`src/rtl/vmac_pkg.sv`:
```
package vmac_pkg;
  typedef enum logic [1:0] {
    PH_IDLE = 2'd0,
    PH_MUL  = 2'd1,
    PH_ACC  = 2'd2
  } phase_e;
endpackage

```
`src/rtl/vmac_ctrl.sv`:
```
module vmac_ctrl #(
  parameter int VOL_W = 6
) (
  input  logic clk_i,
  input  logic rst_ni,
  input  logic load_i,
  output logic ready_o,
  output logic accept_o,
  output logic step_en_o,
  output logic acc_fire_o
);
  import vmac_pkg::*;

  localparam int CNT_W = (VOL_W > 1) ? $clog2(VOL_W) : 1;
  localparam logic [CNT_W-1:0] LAST_STEP = CNT_W'(VOL_W - 1);

  phase_e           phase_q;
  logic [CNT_W-1:0] step_q;

  assign ready_o    = (phase_q == PH_IDLE);
  assign accept_o   = ready_o && load_i;
  assign step_en_o  = (phase_q == PH_MUL);
  assign acc_fire_o = (phase_q == PH_ACC);

  always_ff @(posedge clk_i) begin
    if (!rst_ni) begin
      phase_q <= PH_IDLE;
      step_q  <= '0;
    end else begin
      unique case (phase_q)
        PH_IDLE: begin
          if (load_i) begin
            phase_q <= PH_MUL;
            step_q  <= '0;
          end
        end
        PH_MUL: begin
          if (step_q == LAST_STEP) phase_q <= PH_ACC;
          else                     step_q  <= step_q + 1'b1;
        end
        PH_ACC:  phase_q <= PH_IDLE;
        default: phase_q <= PH_IDLE;
      endcase
    end
  end
endmodule

```
`src/rtl/vmac_mult.sv`:
```
module vmac_mult #(
  parameter int SMP_W  = 8,
  parameter int VOL_W  = 6,
  parameter int PROD_W = SMP_W + VOL_W
) (
  input  logic              clk_i,
  input  logic              rst_ni,
  input  logic              capture_i,
  input  logic              step_en_i,
  input  logic [VOL_W-1:0]  vol_i,
  input  logic [SMP_W-1:0]  smp_i,
  output logic [PROD_W-1:0] prod_o
);
  logic [PROD_W-1:0] mcand_q;
  logic [VOL_W-1:0]  mplier_q;
  logic [PROD_W-1:0] prod_q;

  function automatic logic [PROD_W-1:0] sext_smp(input logic [SMP_W-1:0] s);
    return {{(PROD_W-SMP_W){s[SMP_W-1]}}, s};
  endfunction

  function automatic logic [PROD_W-1:0] partial(input logic [PROD_W-1:0] m, input logic b);
    return b ? m : '0;
  endfunction

  always_ff @(posedge clk_i) begin
    if (!rst_ni) begin
      mcand_q  <= '0;
      mplier_q <= '0;
      prod_q   <= '0;
    end else if (capture_i) begin
      mcand_q  <= sext_smp(smp_i);
      mplier_q <= vol_i;
      prod_q   <= '0;
    end else if (step_en_i) begin
      prod_q   <= prod_q + partial(mcand_q, mplier_q[0]);
      mcand_q  <= mcand_q << 1;
      mplier_q <= mplier_q >> 1;
    end
  end

  assign prod_o = prod_q;
endmodule

```
`src/rtl/vmac_accum.sv`:
```
module vmac_accum #(
  parameter int PROD_W = 14,
  parameter int ACC_W  = 16
) (
  input  logic              clk_i,
  input  logic              rst_ni,
  input  logic              capture_i,
  input  logic              clr_i,
  input  logic              fire_i,
  input  logic [PROD_W-1:0] prod_i,
  output logic [ACC_W-1:0]  sum_o
);
  logic             clr_q;
  logic [ACC_W-1:0] sum_q;

  function automatic logic [ACC_W-1:0] widen(input logic [PROD_W-1:0] p);
    return {{(ACC_W-PROD_W){p[PROD_W-1]}}, p};
  endfunction

  function automatic logic [ACC_W-1:0] next_sum(input logic [ACC_W-1:0] cur,
                                                input logic [PROD_W-1:0] p,
                                                input logic restart);
    return restart ? widen(p) : cur + widen(p);
  endfunction

  always_ff @(posedge clk_i) begin
    if (!rst_ni) begin
      clr_q <= 1'b0;
      sum_q <= '0;
    end else begin
      if (capture_i) clr_q <= clr_i;
      if (fire_i)    sum_q <= next_sum(sum_q, prod_i, clr_q);
    end
  end

  assign sum_o = sum_q;
endmodule

```
`src/rtl/vol_mac.sv`:
```
module vol_mac #(
  parameter int VOL_W = 6,
  parameter int SMP_W = 8,
  parameter int ACC_W = 16
) (
  input  logic             clk_i,
  input  logic             rst_ni,
  input  logic [VOL_W-1:0] vol_i,
  input  logic [SMP_W-1:0] smp_i,
  input  logic             twos_i,
  input  logic             load_i,
  input  logic             clr_i,
  output logic             ready_o,
  output logic [ACC_W-1:0] sum_o
);
  localparam int PROD_W = SMP_W + VOL_W;

  logic              accept;
  logic              step_en;
  logic              acc_fire;
  logic [SMP_W-1:0]  smp_signed;
  logic [PROD_W-1:0] prod;

  // Offset binary has its top bit inverted; two's-complement mode flips it
  // once more, which amounts to taking the byte unchanged.
  function automatic logic [SMP_W-1:0] decode_sample(input logic [SMP_W-1:0] b,
                                                     input logic twos);
    return {b[SMP_W-1] ^ ~twos, b[SMP_W-2:0]};
  endfunction

  assign smp_signed = decode_sample(smp_i, twos_i);

  vmac_ctrl #(.VOL_W(VOL_W)) u_ctrl (
    .clk_i      (clk_i),
    .rst_ni     (rst_ni),
    .load_i     (load_i),
    .ready_o    (ready_o),
    .accept_o   (accept),
    .step_en_o  (step_en),
    .acc_fire_o (acc_fire)
  );

  vmac_mult #(.SMP_W(SMP_W), .VOL_W(VOL_W), .PROD_W(PROD_W)) u_mult (
    .clk_i     (clk_i),
    .rst_ni    (rst_ni),
    .capture_i (accept),
    .step_en_i (step_en),
    .vol_i     (vol_i),
    .smp_i     (smp_signed),
    .prod_o    (prod)
  );

  vmac_accum #(.PROD_W(PROD_W), .ACC_W(ACC_W)) u_accum (
    .clk_i     (clk_i),
    .rst_ni    (rst_ni),
    .capture_i (accept),
    .clr_i     (clr_i),
    .fire_i    (acc_fire),
    .prod_i    (prod),
    .sum_o     (sum_o)
  );
endmodule

```
`config.mk`:
```
export PLATFORM = sky130hd
export DESIGN_NAME = vol_mac
export DESIGN_NICKNAME = d
export VERILOG_FILES = /design/src/rtl/vmac_pkg.sv /design/src/rtl/vmac_ctrl.sv /design/src/rtl/vmac_mult.sv /design/src/rtl/vmac_accum.sv /design/src/rtl/vol_mac.sv
export SDC_FILE = /design/constraint.sdc
export NUM_CORES = 1
export LEC_CHECK = 0
export ABC_AREA = 1
export BUFFER_PORTS_ARGS = -buffer_cell sky130_fd_sc_hd__buf_2
export CAP_MARGIN = 20
export CORE_ASPECT_RATIO = 1.2
export CORE_MARGIN = 3
export CORE_UTILIZATION = 45
export DETAILED_ROUTE_END_ITERATION = 10
export MAX_ROUTING_LAYER = met4
export PLACE_DENSITY = 0.62
export SLEW_MARGIN = 30
export SYNTH_ARGS = -nofsm -noshare
export SYNTH_HDL_FRONTEND = slang
export SYNTH_SLANG_ARGS = --single-unit
```
`constraint.sdc`:
```
create_clock -name clk_i -period 3.2 [get_ports clk_i]
set_input_delay 0.32 -clock clk_i [delete_from_list [all_inputs] [get_ports clk_i]]
set_output_delay 0.32 -clock clk_i [all_outputs]
set_load 0.02 [all_outputs]
```
=== After elaboration in Yosys (flattened, before gate mapping) ===
Cells that the tools add are included.

* Word-level logic and storage cells: 38
* RAM bits: 0
* Output and inout port bits: 17
* Bits in latches: 0
* Bits in read-only memories: 0
* Bits of input ports: 19
* Memories kept: 0
* Flip-flop bits (word level): 56

* Mux-type cells: 12
* Shifts and indexed selects: 0
* Equal/unequal tests: 6
* Bitwise gates (word level): 3
* Divide/modulo/power cells: 0
* Add/sub/neg operators: 3
* $mul: 0
* Order comparisons: 0
* Reduce and logical (&&, ||, !) cells: 7

{| class="wikitable"
|+ Operators by type and width
! kind !! count
|-
| 14-bit two-way mux || 3
|-
| 16-bit adder || 1
|-
| 16-bit two-way mux || 1
|-
| 14-bit adder || 1
|-
| 6-bit two-way mux || 2
|-
| 3-bit two-way mux || 2
|-
| 3-bit case mux with 2 select lines || 1
|-
| 2-bit two-way mux || 2
|-
| 2-bit != test, second input constant || 2
|-
| 2-bit case mux with 2 select lines || 1
|-
| 2-bit nonzero test || 2
|-
| 3-bit by 1-bit adder with 3-bit output, second input constant || 1
|-
| 3-bit equality test, second input constant || 1
|-
| 3-bit AND reduction || 1
|-
| 2-bit by 1-bit equality test with 1-bit output, second input constant || 1
|-
| 2-bit equality test, second input constant || 1
|-
| 2-bit zero test || 1
|-
| 2-bit by 1-bit != test with 1-bit output, second input constant || 1
|-
| 1-bit NOT || 2
|-
| 2-bit AND reduction || 1
|-
| 2-bit OR reduction || 1
|-
| 1-bit logical AND || 1
|-
| 1-bit bitwise XOR || 1
|}

=== Longest topological paths before layout ===
* Depth in word-level cells: 3
* Depth in mapped cells: 16
* Mapped depth without buffers: 15

=== By module ===
A second synthesis with hierarchy kept.

* Cells, all modules: 706
* Area, all modules: 4287.9 um^2

{| class="wikitable"
|+ By module, submodules not included
! module !! instances !! cells each !! area an instance (um^2) !! sequential area each (um^2)
|-
| vmac_mult || 1 || 384 || 2331.0 || 680.7
|-
| vmac_accum || 1 || 284 || 1687.9 || 340.3
|-
| vmac_ctrl || 1 || 33 || 250.2 || 100.1
|-
| vol_mac || 1 || 5 || 18.8 || 0.0
|}

=== Worst setup path after synthesis ===
OpenSTA, ideal clock, no wires.

* Path kind: register -> register
* From: register u_mult.mplier_q[0]
* To: register u_mult.prod_q[10] (netlist: u_mult.prod_o[10])
* Cell stages (with the launch flop): 16
* Buffers on the path: 1
* Arrival time: 2068 ps
* Setup slack: 1019 ps
* Cell sequence: dfxtp_1 -> clkbuf_1 -> nand2_1 -> inv_1 -> ha_1 -> inv_1 -> fa_1 -> nand3b_1 -> nand2_1 -> nand2_1 -> nand2_1 -> nand2_1 -> nand2_1 -> nor2_1 -> o21ai_1 -> inv_1

* Cells in the longest elaborated chain, start to end: 2

{| class="wikitable"
|+ RTL lines
! what !! RTL line !! RTL
|-
| from (decl) || vmac_mult.sv:15 || <nowiki>logic [VOL_W-1:0] mplier_q;</nowiki>
|-
| from (signal assigned) || vmac_mult.sv:33 || <nowiki>mplier_q <= vol_i;</nowiki>
|-
| from (signal assigned) || vmac_mult.sv:38 || <nowiki>mplier_q <= mplier_q >> 1;</nowiki>
|-
| 14-bit two-way mux || vmac_mult.sv:23 || <nowiki>return b ? m : '0;</nowiki>
|-
| 14-bit adder || vmac_mult.sv:36 || <nowiki>prod_q <= prod_q + partial(mcand_q, mplier_q[0]);</nowiki>
|-
| to (signal assigned) || vmac_mult.sv:36 ||
|-
| to (decl) || vmac_mult.sv:16 || <nowiki>logic [PROD_W-1:0] prod_q;</nowiki>
|}

No other way between the ends.
A chain may end at the register's enable or synchronous reset.

=== Worst setup path in the final report ===
Same ends and word-level chain as after synthesis.

==> results.json <==
{
  "synth_compound_area_share_pct": 15.8,
  "synth_xor_area_share_pct": 2.78,
  "cts_tree": "built",
  "yosysSeqAreaShare_pct": 27.3,
  "drtIter0Drc": 122,
  "rows": 37,
  "worstPathMaxFanout": 15,
  "hold_viol": 0,
  "fin_nets": 712,
  "routed-via-count": 3934,
  "synth_ff_type": "dfxtp_1",
  "synthMuxAreaShare_pct": 0,
  "grt_usage_pct": 20.7,
  "cts_buffers": 5,
  "overflow": 0,
  "setup_viol": 0,
  "fin_crit_sh_pct": 72.7,
  "yosysUniqueCellTypes": 36,
  "crit_top_cell": "nand2_1",
  "fin_setup_tns_ns": 0,
  "syn_nets": 684,
  "power.internal_w": 0.000958,
  "drive_above_1_share_pct": 11.0,
  "diodes": 0,
  "max_slew_margin_pct": 61.7,
  "reg2reg_depth": 14,
  "synth_seq_cells": 56,
  "outcome": "completed",
  "pwr-share-comb_pct": 15.9,
  "drc": 0,
  "fin_util_pct": 50.9,
  "whs_path_depth": 3,
  "ctsHtreeMaxLevel": 2,
  "worstPathRequired_ns": 3.42,
  "final_common_cell": "nand2_1",
  "regArea_sq_mm": 0.00112,
  "io_pins": 36,
  "swShare_pct": 30.6,
  "multi_input_area_sq_mm": 0.00250,
  "ir_drop_v": 0.000169,
  "worst_setup_path_start_kind": "flip-flop",
  "power_frac_clock_pct": 29.3,
  "path_clk_slew_ns": 0.11,
  "grt_pass1_vias": 3869,
  "post_drt_wl_per_cell_microns": 12.6,
  "fin_hold_ws_ns": 0.236,
  "drv_slew": 0,
  "arrival_ns": 2.54,
  "slowest_delay_ns": 0.62,
  "grt_max_degree": 29,
  "synth_top_family_by_area": "simple AND/OR/NAND/NOR gates",
  "p_leak_nw": 2.36,
  "fmax_mhz": 430,
  "avgSynthCellArea_sq_um": 6.48,
  "gp_congestion": 0.931,
  "synth_edf_count": 0,
  "root_buffer": "clkbuf_8",
  "yosysWarnings": 0,
  "drv_cap": 0,
  "crit_path_end_kind": "flip-flop",
  "core_area_sq_mm": 0.00870,
  "cts_resized": 0,
  "cp_slowest_cell": "dfxtp_1",
  "layout_common_cells": "nand2_1, inv_1, dfxtp_1, a21oi_1, nand3_1",
  "syn_inst": 633,
  "place_hpwl_microns": 7740,
  "routed_via_density": 5.05,
  "p_sw_w": 0.000422,
  "dr.pass1.iters": 4,
  "initial_utilization_pct": 47.1,
  "io_buffers": 35,
  "post-cts-setup-buffers": 0,
  "area_growth_pct": 7.96,
  "rsz0062_at_grt": "no",
  "hold_class": "primary input to flip-flop",
  "clockBufferDepth": 2,
  "fillerInstances": 980,
  "die_w_microns": 93.1,
  "worst-setup-path-type": "flip-flop to flip-flop",
  "synth_adder_area_share_pct": 10.1,
  "ctsHoldBuffers": 0,
  "wl_microns": 9850,
  "grt_pass1_wl_microns": 17100,
  "synth-simple-area-share_pct": 32.3,
  "dieArea_sq_mm": 0.0103,
  "power_w": 0.00138,
  "synthesis.area_sq_mm": 0.00410,
  "async_flop_share_pct": 0,
  "antenna_found_initial": 0,
  "fp.dieH_microns": 111,
  "finalCriticalPeriod_ns": 2.33,
  "tightest_slew_ns": 0.573,
  "final_antenna_net_count": 0,
  "clock_skew_ns": 0.0155,
  "cellPowerDensity_mw_per_mm2": 312,
  "insertion_delay_ns": 0.32,
  "p_seq_share_pct": 54.7,
  "crit_chain": "nand2_1, inv_1, ha_1, inv_1, fa_1, nand3b_1, nand2_1, nand2_1, nand2_1, nand2_1, nand2_1, nor2_1, o21ai_1, inv_1",
  "clock-sinks": 56
}
==> kinds of logic after synthesis <==
family / after synthesis
simple gates: 304
fa+ha+maj: 32
xor+xnor: 13
flops: 56
compound gates: 110
buf+inv: 118
==> synth_stat cells (all sizes together) (7+ instances only) <==
master  number  area share (%)
nor2        35             5.0
nand4        7             1.1
nand2      212              20
inv        102             9.3
a21oi       62             8.6
xor2         8             1.7
a31oi       14             2.1
nand3       37             4.5
ha          30             9.2
buf          9             1.7
o21ai       21             2.7
dfxtp       56              27
==> worst max-delay path, delay by kind of cell (launching register included) <==
kind	cells	cell delay [ns]
buf+inv	3	0.18
compound gates	1	0.12
fa+ha+maj	2	0.55
simple gates	8	0.76
flops	1	0.62
==> path summary, 6_finish.rpt <==
check | slack [ns] | end | startpoint
max | 0.87 | u_mult.prod_o[10] | u_mult.mplier_q[0]
min | 0.24 | u_mult.mcand_q[0] | smp_i[0]
max reg2reg | 0.87 | u_mult.prod_o[10] | u_mult.mplier_q[0]
min reg2reg | 0.49 | u_mult.mplier_q[2] | u_mult.mplier_q[2]
==> metrics by stage <==
step / std cells / instance area, sq um / worst slack [ns]
2_1_floorplan: 633 / 4100 / 1.02
3_3_place_gp: 771 / 4340 / 0.959
3_5_place_dp: 771 / 4340 / 0.886
4_1_cts: 779 / 4430 / 0.855
5_1_grt: 779 / 4430 / 0.622
6_report: 779 / 4430 / 0.874
==> flip-flops by register name, indices dropped and copies added (netlist names) <==
register,count
u_mult.mcand_q,14
u_accum.clr_q,1
u_ctrl.phase_q,2
u_mult.mplier_q,6
u_ctrl.step_q,3
u_mult.prod_o,14
u_accum.sum_o,16
==> routing by layer <==
| metal | vias up | share of wire [%] | track usage, % |
|---|---|---|---|
| met1 | 1783 | 44 | 24.0 |
| met4 | 0 | 1.5 | 4.99 |
| met5 | - | 0 | - |
| met3 | 11 | 2.8 | 2.32 |
| met2 | 53 | 51 | 37.5 |
| li1 | 2087 | - | - |
==> layout make-up <==
class,count,area share (%)
multi-input cells,459,56.5
flip-flops and latches,56,25.3
inverters,103,8.73
repair buffers,36,4.13
well taps,117,3.31
clock buffers,6,1.64
clock inverters,2,0.367
==> power groups by stage <==
stage                     Combinational, W  Clock [W]  Sequential [W]
after floorplan                   0.000178          0        0.000761
after global placement            0.000218          0        0.000769
after detailed placement          0.000222          0        0.000771
after CTS                         0.000223   0.000420        0.000755
after global routing              0.000253   0.000438        0.000759
final                             0.000220   0.000405        0.000755
Note: power is estimated with default switching activity, not from simulation.
